## src/rtl/pwg_pkg.sv

```systemverilog
package pwg_pkg;

  // Edge information handed from the datapath to the control.
  typedef struct packed {
    logic rise;     // rising edge of the synchronized pulse train
    logic fall;     // falling edge of the synchronized pulse train
    logic gateLvl;  // synchronized gate level, aligned with the edges
  } pwg_event_t;

  // Strobes handed from the control to the datapath.
  typedef struct packed {
    logic passNext; // enable value that applies after this edge
    logic setEn;    // flag opens at this edge
    logic clrEn;    // flag closes at this edge
  } pwg_strobe_t;

endpackage

```

## src/rtl/pwg_sync.sv

```systemverilog
module pwg_sync #(
  parameter int STAGES = 2
) (
  input  logic clk,
  input  logic rst,
  input  logic d,
  output logic q
);

  logic [STAGES-1:0] chain;

  generate
    if (STAGES == 1) begin : g_single
      always_ff @(posedge clk) begin
        if (rst) chain <= '0;
        else     chain <= d;
      end
    end else begin : g_multi
      always_ff @(posedge clk) begin
        if (rst) chain <= '0;
        else     chain <= {chain[STAGES-2:0], d};
      end
    end
  endgenerate

  assign q = chain[STAGES-1];

endmodule

```

## src/rtl/pwg_datapath.sv

```systemverilog
module pwg_datapath
  import pwg_pkg::*;
#(
  parameter int SYNC_STAGES = 2
) (
  input  logic        clk,
  input  logic        rst,
  input  logic        pulseIn,
  input  logic        gateIn,
  input  pwg_strobe_t ctl,
  output pwg_event_t  ev,
  output logic        pulseOut
);

  localparam int WARM_CYCLES = SYNC_STAGES + 1;
  localparam int WARM_W      = $clog2(WARM_CYCLES + 1);

  logic pulseSync;
  logic gateSync;
  logic pulsePrev;
  logic armed;
  logic pulseOutQ;
  logic [WARM_W-1:0] warmCnt;

  pwg_sync #(.STAGES(SYNC_STAGES)) i_pulseSync (
    .clk(clk), .rst(rst), .d(pulseIn), .q(pulseSync)
  );

  pwg_sync #(.STAGES(SYNC_STAGES)) i_gateSync (
    .clk(clk), .rst(rst), .d(gateIn), .q(gateSync)
  );

  // Edge detection stays masked until the synchronizers and the previous-
  // value register hold real samples.
  always_ff @(posedge clk) begin
    if (rst) begin
      warmCnt   <= '0;
      pulsePrev <= 1'b0;
    end else begin
      pulsePrev <= pulseSync;
      if (!armed) warmCnt <= warmCnt + 1'b1;
    end
  end

  assign armed = (warmCnt == WARM_W'(WARM_CYCLES));

  always_comb begin
    ev.rise    = armed & pulseSync & ~pulsePrev;
    ev.fall    = armed & ~pulseSync & pulsePrev;
    ev.gateLvl = gateSync;
  end

  // Output register: synchronized pulse qualified by the next enable value.
  always_ff @(posedge clk) begin
    if (rst) pulseOutQ <= 1'b0;
    else     pulseOutQ <= pulseSync & ctl.passNext;
  end

  assign pulseOut = pulseOutQ;

  // An output pulse may only begin on a detected rising edge.
  assert_whole_start_R1: assert property (@(posedge clk) disable iff (rst)
    $rose(pulseOutQ) |-> $past(ev.rise));

  // An output pulse may only end on a detected falling edge (never cut).
  assert_no_cut_R3: assert property (@(posedge clk) disable iff (rst)
    $fell(pulseOutQ) |-> $past(ev.fall));

  // Reset drives the output low.
  assert_reset_out_R6: assert property (@(posedge clk)
    rst |=> !pulseOutQ);

endmodule

```

## src/rtl/pwg_control.sv

```systemverilog
module pwg_control
  import pwg_pkg::*;
(
  input  logic        clk,
  input  logic        rst,
  input  logic        includeFirst,
  input  pwg_event_t  ev,
  output pwg_strobe_t ctl,
  output logic        enable
);

  logic enQ;

  // The mode only selects the opening edge. While the flag is set, both
  // modes follow the same closing rule.
  always_comb begin
    ctl.setEn    = ~enQ & ev.gateLvl & (includeFirst ? ev.rise : ev.fall);
    ctl.clrEn    = enQ & ev.fall & ~ev.gateLvl;
    ctl.passNext = ctl.setEn | (enQ & ~ctl.clrEn);
  end

  always_ff @(posedge clk) begin
    if (rst) enQ <= 1'b0;
    else     enQ <= ctl.passNext;
  end

  assign enable = enQ;

  assert_open_drop_R2: assert property (@(posedge clk) disable iff (rst)
    ($rose(enQ) && !$past(includeFirst)) |-> $past(ev.fall && ev.gateLvl));

  assert_open_incl_R4: assert property (@(posedge clk) disable iff (rst)
    ($rose(enQ) && $past(includeFirst)) |-> $past(ev.rise && ev.gateLvl));

  assert_close_R3: assert property (@(posedge clk) disable iff (rst)
    $fell(enQ) |-> $past(ev.fall && !ev.gateLvl));

  assert_reset_flag_R6: assert property (@(posedge clk)
    rst |=> !enQ);

endmodule

```

## src/rtl/whole_pulse_gate.sv

```systemverilog
module whole_pulse_gate
  import pwg_pkg::*;
#(
  parameter int SYNC_STAGES = 2
) (
  input  logic clk,
  input  logic rst,
  input  logic pulseIn,
  input  logic gateIn,
  input  logic includeFirst,
  output logic pulseOut,
  output logic gateOpen
);

  pwg_event_t  ev;
  pwg_strobe_t ctl;

  pwg_datapath #(.SYNC_STAGES(SYNC_STAGES)) i_datapath (
    .clk(clk), .rst(rst), .pulseIn(pulseIn), .gateIn(gateIn),
    .ctl(ctl), .ev(ev), .pulseOut(pulseOut)
  );

  pwg_control i_control (
    .clk(clk), .rst(rst), .includeFirst(includeFirst),
    .ev(ev), .ctl(ctl), .enable(gateOpen)
  );

endmodule

```

## config.mk

```make
export PLATFORM = sky130hd
export DESIGN_NAME = whole_pulse_gate
export DESIGN_NICKNAME = d
export VERILOG_FILES = /design/src/rtl/pwg_pkg.sv /design/src/rtl/pwg_sync.sv /design/src/rtl/pwg_datapath.sv /design/src/rtl/pwg_control.sv /design/src/rtl/whole_pulse_gate.sv
export SDC_FILE = /design/constraint.sdc
export NUM_CORES = 1
export LEC_CHECK = 0
export ABC_AREA = 1
export BUFFER_PORTS_ARGS = -buffer_cell sky130_fd_sc_hd__buf_4
export CORE_AREA = 2 2 39 41
export CTS_BUF_LIST = sky130_fd_sc_hd__clkbuf_4 sky130_fd_sc_hd__clkbuf_8
export DETAILED_ROUTE_END_ITERATION = 12
export DIE_AREA = 0 0 41 43
export SLEW_MARGIN = 20
export SYNTH_ARGS = -nofsm -noshare
export SYNTH_HDL_FRONTEND = slang
export SYNTH_SLANG_ARGS = --single-unit
```

## constraint.sdc

```tcl
create_clock -name clk -period 1.2 [get_ports clk]
set_input_delay 0.12 -clock clk [delete_from_list [all_inputs] [get_ports clk]]
set_output_delay 0.12 -clock clk [all_outputs]
set_load 0.02 [all_outputs]
```

# Word-level counts from Yosys, hierarchy flattened
# Index checks and enable logic that the tools add are counted.
# totals
in_bits,5
ramBits,0
romBits,0
elab_cells,25
latch_bits,0
ff_bits,9
output_inout_bits,2
n_memories,0
# classes
multipliers,0
div,0
reduce_logical,0
mux,1
bitwise,16
magnitude_cmp,0
addsub,1
n_eq_ne,1
shift,0
# op_table
op,n
1-bit bitwise AND,10
1-bit inverter,5
"2-bit by 1-bit adder with 2-bit output, second input constant",1
"2-bit equality test, second input constant",1
1-bit two-way mux,1
1-bit OR,1

# Longest topological paths before layout
# Gate-level depths: netlist of run 1.
# depth
ltp_word,9
depth_mapped,7
depth_no_buf,7

# Modules after synthesis
# A second synthesis of run 1 with hierarchy kept.
# unflattened
cells_unflattened,51
area_unflattened_um2,366.6
# modules_own_cells
mod,cells_each,seq_area_each_um2,area_per_inst_um2,instances
pwg_datapath,24,80.1,176.4,1
pwg_sync,6,40.0,55.1,2
pwg_control,15,20.0,80.1,1

# Worst setup path after synthesis of run 1
# Ideal clock, no wire load.
# synth_timing
path_kind,register to register
startpoint,reg i_datapath.warmCnt[0]
endpoint,"reg i_datapath.pulseOutQ, in the netlist i_datapath.pulseOut"
setup_slack_ns,0.224
arrival_time_ns,0.912
path_stages_with_launch,8
synth_period_minus_slack_ns,0.976
setup_time_ns,0.064
n_path_buf,0
t_required_ns,1.136
path_cell_list,dfxtp_1 -> ha_1 -> nand2_1 -> nor2_2 -> nand2_1 -> nand3_1 -> nand2_1 -> nor2_1
# synth_between
elab_chain_len,9
word_cells_on_any_way,13
cone_classes,eq/ne (1); mux (1); bitwise (11)
# synth_rtl
element,line,text
"start, declared",pwg_datapath.sv:23,logic [WARM_W-1:0] warmCnt;
"start signal, assigned",pwg_datapath.sv:41,if (!armed) warmCnt <= warmCnt + 1'b1;
2-bit equality test (*),pwg_datapath.sv:45,assign armed = (warmCnt == WARM_W'(WARM_CYCLES));
1-bit bitwise AND (2 in series),pwg_datapath.sv:49,ev.fall = armed & ~pulseSync & pulsePrev;
1-bit bitwise AND (2 in series),pwg_control.sv:18,ctl.clrEn = enQ & ev.fall & ~ev.gateLvl;
1-bit inverter,pwg_control.sv:19,ctl.passNext = ctl.setEn | (enQ & ~ctl.clrEn);
1-bit bitwise AND,pwg_control.sv:19,
1-bit OR (*),pwg_control.sv:19,
1-bit bitwise AND (*),pwg_datapath.sv:56,else pulseOutQ <= pulseSync & ctl.passNext;
"end signal, assigned",pwg_datapath.sv:56,
"end, declared",pwg_datapath.sv:22,logic pulseOutQ;
# Mark *: on every way between the ends. The rest lies on a longest branch, timed or not.
# A chain may end at the register's enable or synchronous reset.

# Final worst setup path of run 1
# Ends and elaborated chain as after synthesis.

==> metrics.md, run 1 <==
| Metric | Value |
|---|---|
| Maximum cell stage delay along the critical path | `0.34 ns` |
| Congestion Overflow GR | `0` |
| Total wire length | `409 um` |
| Input/output buffers | `6` |
| Maximum number of pins on one net before global-route repair | `8` |
| H-tree depth | `1` |
| Detail Placement HPWL | `334 um` |
| Total number of vias | `242` |
| Layout Nets | `58` |
| Netlist area before placement | `323 um^2` |
| Worst Setup End Kind | `flop` |
| Final hold slack | `0.0762 ns` |
| Most frequent cells in the layout | `10 x sky130_fd_sc_hd__inv_1, 10 x sky130_fd_sc_hd__nor2_1, 9 x sky130_fd_sc_hd__dfxtp_1` |
| Num rows | `14` |
| Total cell area at the placement stage | `388 um^2` |
| Unique masters post-synth | `10` |
| Clock slew at the register clock pins of the worst setup and hold paths | `0.06 ns` |
| Critical-path maximum fanout | `4` |
| Beginning of the worst register-to-register path | `i_datapath.warmCnt[0]$_SDFFE_PP0P_` |
| Core ar. | `1380 um^2` |
| Cell with the biggest individual delay on the critical path | `sky130_fd_sc_hd__dfxtp_1` |
| Post-route design area | `418 um^2` |
| Area growth, synth to finish | `29.5%` |
| Path category of the worst min-delay check | `input port to flop` |
| Post_cts resized | `0` |
| Yosys top cell area share | `0.558` |
| Setup Viol. Count Final | `0` |
| Cells taking the most area after synthesis | `sky130_fd_sc_hd__dfxtp_1 56%, sky130_fd_sc_hd__inv_1 12%, sky130_fd_sc_hd__nor2_1 12%` |
| CP Cell Sequence | `ha_1 -> nand2_1 -> nor2_2 -> nand2_1 -> nand3_1 -> nand2_1 -> nor2_1` |
| Total Routing Usage GR | `0.0575` |
| Wire length per cell after detailed routing | `6.10 um` |
| Core utilization of the finished layout | `0.302` |
| Number of clock buffers inserted by TritonCTS | `3` |
| Max-cap violations | `0` |
| Die Ht | `43 um` |
| Setup fix buffers added after clock tree synthesis | `0` |
| Number of search-and-repair iterations in the first detailed-routing pass | `1` |
| Hold_buf cts | `0` |
| Weighted congestion reported at the end of routability-driven placement | `0.642` |
| Vias per cell | `3.61` |
| Clock tree buffer depth | `2` |
| Final setup TNS | `0 ns` |
| Die Width | `41 um` |
| Syn. warnings | `0` |
| Leakage power total | `0.226 nW` |
| Cell repeated most along the worst path | `sky130_fd_sc_hd__nand2_1` |
| Measured slew at the worst slew-check pin | `0.136 ns` |
| Largest area contributor in the synthesized netlist | `sky130_fd_sc_hd__dfxtp_1` |
| Slew HR | `0.908` |
| Synthesized netlist net count | `47` |
| CP Launch Point | `i_datapath.warmCnt[0]$_SDFFE_PP0P_` |
| Ratio of final minimum period to clock period | `0.886` |
| WP data arrival | `1.25 ns` |
| Number of design rule violations left after detail routing | `0` |
| Part of the Yosys area used for sequential elements | `0.558` |
| Status | `finished clean` |
| Count of boundary I/O pins | `7` |
| Max Slew Vio Count | `0` |
| RSZ-0062 raised after global routing | `no` |
| Number of antenna violations at the first check in global routing | `0` |
| Highest attainable clock frequency | `941 MHz` |
| TritonCTS clock tree | `done` |
| Design Power | `0.000647 W` |
| Number of inserted diodes | `0` |
| Post-layout min period | `1.06 ns` |
| Start-to-end type of the worst setup path | `flop to flop` |
| PD cells | `1550 nW/um^2` |
| Total die area | `1760 um^2` |
| Count of clock tree sinks | `9` |
| Effective utilization at floorplan | `0.233` |
| R2R cell count | `7` |
| Final clock skew | `0.00379 ns` |
| Per-instance average area after synthesis | `7.87 um^2` |
| Instance count along the most critical hold path | `2` |
| Number of global-route vias before repair | `195` |
| Worst VDD drop | `0.438 mV` |
| Startpoint type of the worst setup path | `flop` |
| Hold violation total from the final report | `0` |
| Hold_sp | `rst` |
| First-pass GRT wire length | `641 um` |
| FF+latch count, synth | `9` |
| Clk_lat worst skew | `0.25 ns` |
| Post-route ant nets | `0` |
| Share of cells above drive strength 1 | `0.216` |
| Worst Path Required | `1.39 ns` |
| CTS root buf | `sky130_fd_sc_hd__clkbuf_4` |
| Synthesized instance count | `41` |
| Starting DRT DRC Count | `0` |
[cell type report]
cell class,count,area [um^2]
Tap cell,16,20.0
Clock buffer,4,30.0
Timing Repair Buffer,6,45.0
Sequential cell,9,180
Inverter,10,37.5
Fill cell,155,966
Multi-Input combinational cell,22,105
[flip-flops by register name, summed over array words and instances, names as in the netlist]
register	flops
i_datapath.pulsePrev	1
i_datapath.i_pulseSync.chain	2
i_datapath.pulseOut	1
i_datapath.i_gateSync.chain	2
i_control.enable	1
i_datapath.warmCnt	2
[cells in the mapped netlist, drive strengths merged]
master	count
o21bai	1
dfxtp	9
nand3	1
inv	10
o21ai	1
nor2	11
ha	1
xor2	1
nand2	6
[power breakdown]
group	internal [W]	switching [W]
Sequential	0.000327	0.0000139
Combinational	0.0000334	0.0000336
Clock	0.000150	0.0000902
Total	0.000510	0.000138
[logic make-up after synthesis]
group           after synthesis  share of synthesized area
fa+ha+maj                     1                     0.0388
buf+inv                      10                      0.116
compound gates                2                     0.0388
flops                         9                      0.558
simple gates                 18                      0.221
xor+xnor                      1                     0.0271
[worst max-delay path, delay by kind of cell, from the launching register on]
| kind | cells | cell delay, ns |
|---|---|---|
| AND/OR/NAND/NOR | 6 | 0.43 |
| flip-flops | 1 | 0.34 |
| adder cells (fa/ha/maj) | 1 | 0.22 |
[routing by layer]
| layer | vias up | part of all wire | wire length, um | track usage |
|---|---|---|---|---|
| met5 | - | 0 | 0 | 0 |
| met4 | 0 | 0 | 0 | 0.0600 |
| met3 | 0 | 0.076 | 31 | 0.0314 |
| met2 | 6 | 0.43 | 177 | 0.0719 |
| met1 | 99 | 0.49 | 201 | 0.0619 |
| li1 | 137 | - | - | - |
[final timing paths]
| kind | end | slack (ns) |
|---|---|---|
| min reg2reg | i_datapath.i_gateSync.chain[1]$_SDFF_PP0_ | 0.40 |
| min | i_datapath.i_pulseSync.chain[1]$_SDFF_PP0_ | 0.08 |
| max | i_datapath.pulseOut$_SDFF_PP0_ | 0.14 |
| max reg2reg | i_datapath.pulseOut$_SDFF_PP0_ | 0.14 |
[metrics by stage]
step	cells	setup WS, ns
finish	67	0.137
global route	67	0.0180
CTS	67	0.118
detailed placement	63	0.140
global placement	63	0.153
floorplan	41	0.224
No activity file was read; power rests on OpenSTA's default activity.
==> run 2: changes to the inputs <==
--- a/config.mk
+++ b/config.mk
@@ -11,6 +11,7 @@
 export CTS_BUF_LIST = sky130_fd_sc_hd__clkbuf_4 sky130_fd_sc_hd__clkbuf_8
 export DETAILED_ROUTE_END_ITERATION = 12
 export DIE_AREA = 0 0 41 43
+export HOLD_SLACK_MARGIN = 0.03
 export SLEW_MARGIN = 20
 export SYNTH_ARGS = -nofsm -noshare
 export SYNTH_HDL_FRONTEND = slang
==> constraint.sdc (replaced) <==
create_clock -name clk -period 1.2 [get_ports clk]
set_input_delay 0 -clock clk [delete_from_list [all_inputs] [get_ports clk]]
set_output_delay 0 -clock clk [all_outputs]
set_load 0.02 [all_outputs]
==> metrics.md, run 2 (synthesis results as in run 1) <==
| Metric | Value |
|---|---|
| Filler-free cell count of the finished design | `70 (+4.5%)` |
| Footprint of the flip-flops and latches | `180 um^2 (unchanged)` |
| Post_cts resized | `0 (unchanged)` |
| Design Power | `0.000655 W (+1.2%)` |
| Congestion Overflow GR | `0 (unchanged)` |
| Wire length per cell after detailed routing | `6.06 um (-0.78%)` |
| Maximum number of pins on one net before global-route repair | `8 (unchanged)` |
| Ratio of final minimum period to clock period | `0.886 (unchanged)` |
| Regs by FF count | `i_datapath.i_gateSync.chain (2), i_datapath.i_pulseSync.chain (2), i_datapath.warmCnt (2)` |
| Cell with the biggest individual delay on the critical path | `sky130_fd_sc_hd__dfxtp_1` |
| Number of design rule violations left after detail routing | `0 (unchanged)` |
| WP data arrival | `1.25 ns (about the same)` |
| Critical-path maximum fanout | `4 (unchanged)` |
| Area of combinational cells with multiple inputs | `105 um^2 (unchanged)` |
| Layout Nets | `61 (+5.2%)` |
| Total Routing Usage GR | `0.0585 (+0.00101)` |
| Number of global-route vias before repair | `204 (+4.6%)` |
| Final setup TNS | `0 ns (unchanged)` |
| Number of clock buffers inserted by TritonCTS | `3 (unchanged)` |
| H-tree depth | `1 (unchanged)` |
| Clock slew at the register clock pins of the worst setup and hold paths | `0.06 ns (about the same)` |
| PD cells | `1460 nW/um^2 (-5.6%)` |
| Beginning of the worst register-to-register path | `i_datapath.warmCnt[0]$_SDFFE_PP0P_` |
| Path category of the worst min-delay check | `input port to flop` |
| Slew HR | `0.908 (unchanged)` |
| Highest attainable clock frequency | `941 MHz (unchanged)` |
| First-pass GRT wire length | `655 um (+2.2%)` |
| Number of search-and-repair iterations in the first detailed-routing pass | `1 (unchanged)` |
| Post-route ant nets | `0 (unchanged)` |
| Number of inserted diodes | `0 (unchanged)` |
| Total die area | `1760 um^2 (unchanged)` |
| Count of clock tree sinks | `9 (unchanged)` |
| Effective utilization at floorplan | `0.233 (unchanged)` |
| Filler Cell Count | `150 (-3.2%)` |
| Total wire length | `424 um (+3.7%)` |
| Measured slew at the worst slew-check pin | `0.136 ns (unchanged)` |
| Vias per cell | `3.59 (-0.73%)` |
| RSZ-0062 raised after global routing | `no` |
| Setup Viol. Count Final | `0 (unchanged)` |
| Post-layout min period | `1.06 ns (unchanged)` |
| Starting DRT DRC Count | `0 (unchanged)` |
| CTS root buf | `sky130_fd_sc_hd__clkbuf_4` |
| Startpoint type of the worst setup path | `flop` |
| NetSw | `0.000139 W (+1.0%)` |
| Core ar. | `1380 um^2 (unchanged)` |
| Hold violation total from the final report | `0 (unchanged)` |
| Max-cap violations | `0 (unchanged)` |
| Clock tree buffer depth | `2 (unchanged)` |
| Share of power burned in registers | `0.520 (-0.006)` |
| Status | `finished clean` |
| Detail Placement HPWL | `334 um (unchanged)` |
| Worst VDD drop | `0.449 mV (+2.5%)` |
| Die Ht | `43 um (unchanged)` |
| Part of the total power dissipated in combinational logic | `0.114 (+0.010)` |
| Count of boundary I/O pins | `7 (unchanged)` |
| Max Slew Vio Count | `0 (unchanged)` |
| Final clock skew | `0.00378 ns (-0.00000816 ns)` |
| Hold_sp | `includeFirst` |
| Num rows | `14 (unchanged)` |
| Leakage power total | `0.238 nW (+5.6%)` |
| Most frequent cells in the layout | `10 x sky130_fd_sc_hd__inv_1, 10 x sky130_fd_sc_hd__nor2_1, 9 x sky130_fd_sc_hd__dfxtp_1` |
| CP Cell Sequence | `ha_1 -> nand2_1 -> nor2_2 -> nand2_1 -> nand3_1 -> nand2_1 -> nor2_1` |
| Cell total after placement | `63 (unchanged)` |
| Weighted congestion reported at the end of routability-driven placement | `0.642 (unchanged)` |
| Maximum cell stage delay along the critical path | `0.34 ns (about the same)` |
| Clk_lat worst skew | `0.25 ns (about the same)` |
| Share of power burned in the clock network | `0.366 (-0.005)` |
| Worst Setup End Kind | `flop` |
| Area growth, synth to finish | `38.8%` |
| Die Width | `41 um (unchanged)` |
| Cell repeated most along the worst path | `sky130_fd_sc_hd__nand2_1` |
| CP Launch Point | `i_datapath.warmCnt[0]$_SDFFE_PP0P_` |
| Internal power summed over all cells | `0.000516 W (+1.2%)` |
| Total number of vias | `251 (+3.7%)` |
| Start-to-end type of the worst setup path | `flop to flop` |
| Share of cells above drive strength 1 | `0.204 (-0.0120)` |
| Switching Share | `0.212 (-0.000393)` |
| TritonCTS clock tree | `done` |
| Input/output buffers | `6 (unchanged)` |
| Worst Path Required | `1.39 ns (about the same)` |
| Number of antenna violations at the first check in global routing | `0 (unchanged)` |
[run 2: cell count changes in the layout (fill, tap and decap cells not counted)]
| cell | before | now |
|---|---|---|
| sky130_fd_sc_hd__dlygate4sd3_1 | 0 | 3 |
[run 2: path summary, 6_finish.rpt]
path                                                to  slack (ns)  cells after the start
min reg2reg  i_datapath.i_gateSync.chain[1]$_SDFF_PP0_        0.40                      2
min                        i_control.enable$_SDFF_PP0_        0.13                      6
max reg2reg             i_datapath.pulseOut$_SDFF_PP0_        0.14                      7
max                     i_datapath.pulseOut$_SDFF_PP0_        0.14                      7
[run 2: critical path: cells and delay by family, from the launching register on]
family / cells / cell delay, ns
flops: 1 / 0.34
simple gates: 6 / 0.43
fa+ha+maj: 1 / 0.22
[run 2: repair_timing]
item / in CTS / in global routing
endpoints found under the hold margin: 6 / 0
hold buffers: 3 / 0
buffers inserted: 0 / 0
[run 2: cell type report]
| class | count | share of cell area |
|---|---|---|
| multi-input cells | 22 | 0.235 |
| inverters | 10 | 0.0838 |
| well taps | 16 | 0.0447 |
| flip-flops and latches | 9 | 0.402 |
| repair buffers | 9 | 0.168 |
| clock buffers | 4 | 0.0670 |
[run 2: layer usage]
metal | part of all wire | GRT usage
met1 | 0.48 | 0.0586
met2 | 0.45 | 0.0781
met3 | 0.066 | 0.0314
met4 | 0 | 0.0600
met5 | 0 | 0
[run 2: power groups by stage]
| stage | combinational [W] | clock [W] | sequential (W) |
|---|---|---|---|
| after global placement | 0.0000658 | 0 | 0.000346 |
| final | 0.0000746 | 0.000240 | 0.000340 |
| after global routing | 0.0000873 | 0.000273 | 0.000343 |
| after detailed placement | 0.0000682 | 0 | 0.000348 |
| after floorplan | 0.0000476 | 0 | 0.000344 |
| after CTS | 0.0000765 | 0.000257 | 0.000341 |
[run 2: per-stage QoR]
step	utilization	instance area [um^2]	hold slack (ns)	setup slack (ns)
CTS	0.324	448	0.119	0.118
detailed placement	0.280	388	0.217	0.140
floorplan	-	323	0.0712	0.224
finish	0.324	448	0.126	0.137
global placement	0.280	388	0.202	0.153
global route	0.324	448	0.152	0.0180
==> run 3: changes to the inputs <==
--- a/config.mk
+++ b/config.mk
@@ -5,7 +5,7 @@
 export SDC_FILE = /design/constraint.sdc
 export NUM_CORES = 1
 export LEC_CHECK = 0
-export ABC_AREA = 1
+export ABC_CLOCK_PERIOD_IN_PS = 1200
 export BUFFER_PORTS_ARGS = -buffer_cell sky130_fd_sc_hd__buf_4
 export CORE_AREA = 2 2 39 41
 export CTS_BUF_LIST = sky130_fd_sc_hd__clkbuf_4 sky130_fd_sc_hd__clkbuf_8
==> metrics.md, run 3 <==
| Metric | Value |
|---|---|
| Total Routing Usage GR | `0.0848 (+0.0264)` |
| Input/output buffers | `6 (unchanged)` |
| Most frequent cells in the layout | `8 x sky130_fd_sc_hd__dfxtp_1, 6 x sky130_fd_sc_hd__nor2b_1, 6 x sky130_fd_sc_hd__buf_4` |
| Max Slew Vio Count | `0 (unchanged)` |
| Highest attainable clock frequency | `849 MHz (-9.8%)` |
| Hold violation total from the final report | `0 (unchanged)` |
| Fraction of synthesis flops using an asynchronous set or reset pin | `0 (unchanged)` |
| Die Ht | `43 um (unchanged)` |
| Max-cap violations | `0 (unchanged)` |
| Footprint of the flip-flops and latches | `181 um^2 (+0.69%)` |
| Instance count along the most critical hold path | `4 (-2)` |
| Per-instance average area after synthesis | `11.1 um^2 (+41%)` |
| Starting DRT DRC Count | `3 (+3)` |
| Cell with the biggest individual delay on the critical path | `sky130_fd_sc_hd__dlygate4sd3_1` |
| Number of search-and-repair iterations in the first detailed-routing pass | `2 (+1)` |
| Regs by FF count | `i_datapath.i_gateSync.chain (2), i_datapath.i_pulseSync.chain (2), i_datapath.warmCnt (2)` |
| Congestion Overflow GR | `0 (unchanged)` |
| Setup Viol. Count Final | `0 (unchanged)` |
| TritonCTS clock tree | `done` |
| Netlist area before placement | `310 um^2 (-3.9%)` |
| R2R cell count | `5 (-2)` |
| Final clock skew | `0.000372 ns (-0.00341 ns)` |
| Total die area | `1760 um^2 (unchanged)` |
| Path length in cells of the critical path | `4 (-3)` |
| Num rows | `14 (unchanged)` |
| Met1 Routed Length | `244 um (+20%)` |
| Filler-free cell count of the finished design | `60 (-14%)` |
| Die Width | `41 um (unchanged)` |
| Ratio of final minimum period to clock period | `0.982 (+0.0959)` |
| Final setup TNS | `0 ns (unchanged)` |
| WL met3 | `44 um (+57%)` |
| Path category of the worst min-delay check | `input port to flop` |
| Post-route ant nets | `0 (unchanged)` |
| Detail Placement HPWL | `355 um (+6.2%)` |
| Largest area contributor in the synthesized netlist | `sky130_fd_sc_hd__dfxtp_1` |
| First-pass GRT wire length | `876 um (+34%)` |
| Syn. warnings | `0 (unchanged)` |
| Slew HR | `0.832 (-0.0765)` |
| CTS root buf | `sky130_fd_sc_hd__clkbuf_4` |
| Weighted congestion reported at the end of routability-driven placement | `0.591 (-7.9%)` |
| Clk_lat worst skew | `0.26 ns (about the same)` |
| Worst slack after detailed placement | `0.0356 ns (-0.105 ns)` |
| Filler Cell Count | `145 (-3.3%)` |
| RSZ-0062 raised after global routing | `no` |
| Unique masters post-synth | `13 (+3)` |
| Worst Path Required | `1.35 ns (-0.04 ns)` |
| Maximum cell stage delay along the critical path | `0.55 ns (+0.21 ns)` |
| Startpoint type of the worst setup path | `input port` |
| Number of design rule violations left after detail routing | `0 (unchanged)` |
| Layout Nets | `51 (-16%)` |
| Number of clock buffers inserted by TritonCTS | `3 (unchanged)` |
| FF+latch count, synth | `9 (unchanged)` |
| Cell repeated most along the worst path | `sky130_fd_sc_hd__dlygate4sd3_1` |
| Total wire length | `556 um (+31%)` |
| Part of the Yosys area used for sequential elements | `0.581 (+0.0225)` |
| Worst Setup End Kind | `flop` |
| Wire length per cell after detailed routing | `9.27 um (+53%)` |
| Share of cells above drive strength 1 | `0.295 (+0.0918)` |
| Met2 WL | `267 um (+40%)` |
| WP data arrival | `1.32 ns (+0.07 ns)` |
| Leakage power total | `0.202 nW (-15%)` |
| Effective utilization at floorplan | `0.224 (-0.00904)` |
| Cells taking the most area after synthesis | `sky130_fd_sc_hd__dfxtp_1 58%, sky130_fd_sc_hd__nor2b_1 12%, sky130_fd_sc_hd__and4bb_1 4.0%` |
| Critical-path maximum fanout | `1 (-3)` |
| CP Cell Sequence | `dlygate4sd3_1 -> buf_4 -> nor2b_1 -> dlygate4sd3_1` |
| Start-to-end type of the worst setup path | `input port to flop` |
| Yosys top cell area share | `0.581 (+0.0225)` |
| Area of combinational cells with multiple inputs | `136 um^2 (+30%)` |
| Status | `finished clean` |
| Commonest non-fill, non-tap cell in the layout | `sky130_fd_sc_hd__dfxtp_1` |
| Final hold slack | `0.236 ns (+0.109 ns)` |
| Top cells by count, synth | `9 x sky130_fd_sc_hd__dfxtp_1, 6 x sky130_fd_sc_hd__nor2b_1, 3 x sky130_fd_sc_hd__nor2_1` |
| Number of antenna violations at the first check in global routing | `0 (unchanged)` |
| Count of boundary I/O pins | `7 (unchanged)` |
| Post-synth top flop | `sky130_fd_sc_hd__dfxtp_1` |
| Kind of cell adding the most delay to the critical path | `buffers and inverters` |
| H-tree depth | `1 (unchanged)` |
| Maximum number of pins on one net before global-route repair | `10 (+2)` |
| Total number of vias | `250 (-0.40%)` |
| Cell total after placement | `51 (-19%)` |
| Number of synthesized flops with an enable pin | `0 (unchanged)` |
| Number of inserted diodes | `0 (unchanged)` |
| Buffers plus inverters on the worst setup path | `3 (+3)` |
| Clock slew at the register clock pins of the worst setup and hold paths | `0.06 ns (about the same)` |
| Worst VDD drop | `0.630 mV (+40%)` |
| Number of global-route vias before repair | `233 (+14%)` |
| Area growth, synth to finish | `52.8%` |
| PD cells | `1420 nW/um^2 (-2.7%)` |
| Count of clock tree sinks | `9 (unchanged)` |
| Synthesized instance count | `28 (-32%)` |
| Clock tree buffer depth | `2 (unchanged)` |
| Measured slew at the worst slew-check pin | `0.249 ns (+0.113 ns)` |
| Vias per cell | `4.17 (+16%)` |
| Slack of the critical path | `0.0219 ns (-0.115 ns)` |
| Highest metal layer with signal wires | `met3` |
| Post-layout min period | `1.18 ns (+0.115 ns)` |
| Synthesized netlist net count | `34 (-28%)` |
| Core ar. | `1380 um^2 (unchanged)` |
| Library cell with the highest instance count after synthesis | `sky130_fd_sc_hd__dfxtp_1` |
run 3: metrics by stage:
stage / area [um^2] / power [W] / utilization
after detailed placement: 383 / 0.000409 / 0.277
after CTS: 463 / 0.000685 / 0.335
after global placement: 383 / 0.000406 / 0.277
final: 474 / 0.000675 / 0.343
after floorplan: 310 / 0.000382 / -
after global routing: 474 / 0.000718 / 0.343
run 3: repair_timing:
item,CTS,global route
resized for setup,0,3
endpoints found under the hold margin,9,0
hold buffers,5,0
setup endpoints to repair,0,1
buffers inserted,0,0
run 3: cell type report:
| cell class | count | share of cell area |
|---|---|---|
| Sequential cell | 9 | 0.383 |
| Multi-Input combinational cell | 19 | 0.288 |
| Timing Repair Buffer | 12 | 0.224 |
| Clock buffer | 4 | 0.0633 |
| Tap cell | 16 | 0.0422 |
run 3: report_power, final:
| part | leakage, nW | switching (W) | total, W | internal [W] |
|---|---|---|---|---|
| clock network | 0.0184 | 0.000104 | 0.000254 | 0.000151 |
| registers | 0.0742 | 0.0000119 | 0.000335 | 0.000323 |
| logic | 0.109 | 0.0000334 | 0.0000856 | 0.0000522 |
run 3: tightest hold or removal path: stages:
cell and delay [ns]:
sky130_fd_sc_hd__buf_4 0.11, sky130_fd_sc_hd__nor2b_1 0.14, sky130_fd_sc_hd__a21oi_1 0.14, sky130_fd_sc_hd__nor4b_1 0.06
run 3: logic make-up (layout without fill, tap and decap cells):
| logic type | count (synthesis) | in the layout | share of synthesized area |
|---|---|---|---|
| compound gates | 2 | 2 | 0.0443 |
| xor+xnor | 1 | 1 | 0.0282 |
| fa+ha+maj | 1 | 1 | 0.0403 |
| buf+inv | 0 | 16 | 0 |
| flops | 9 | 9 | 0.581 |
| mux | 1 | 1 | 0.0323 |
| simple gates | 14 | 14 | 0.274 |
run 3: final timing paths:
path                                                           startpoint                                    endpoint  slack [ns]
worst min-delay path                                         includeFirst              i_datapath.pulseOut$_SDFF_PP0_        0.24
worst max register to register         i_datapath.warmCnt[0]$_SDFFE_PP0P_                 i_control.enable$_SDFF_PP0_        0.08
worst min register to register  i_datapath.i_gateSync.chain[0]$_SDFF_PP0_   i_datapath.i_gateSync.chain[1]$_SDFF_PP0_        0.44
worst max-delay path                                              pulseIn  i_datapath.i_pulseSync.chain[0]$_SDFF_PP0_        0.02
run 3: metal layers:
layer  vias up  track usage
li1        128            -
met1       114       0.0754
met2         8        0.116
met3         0       0.0785
met4         0       0.0600
met5         -            0
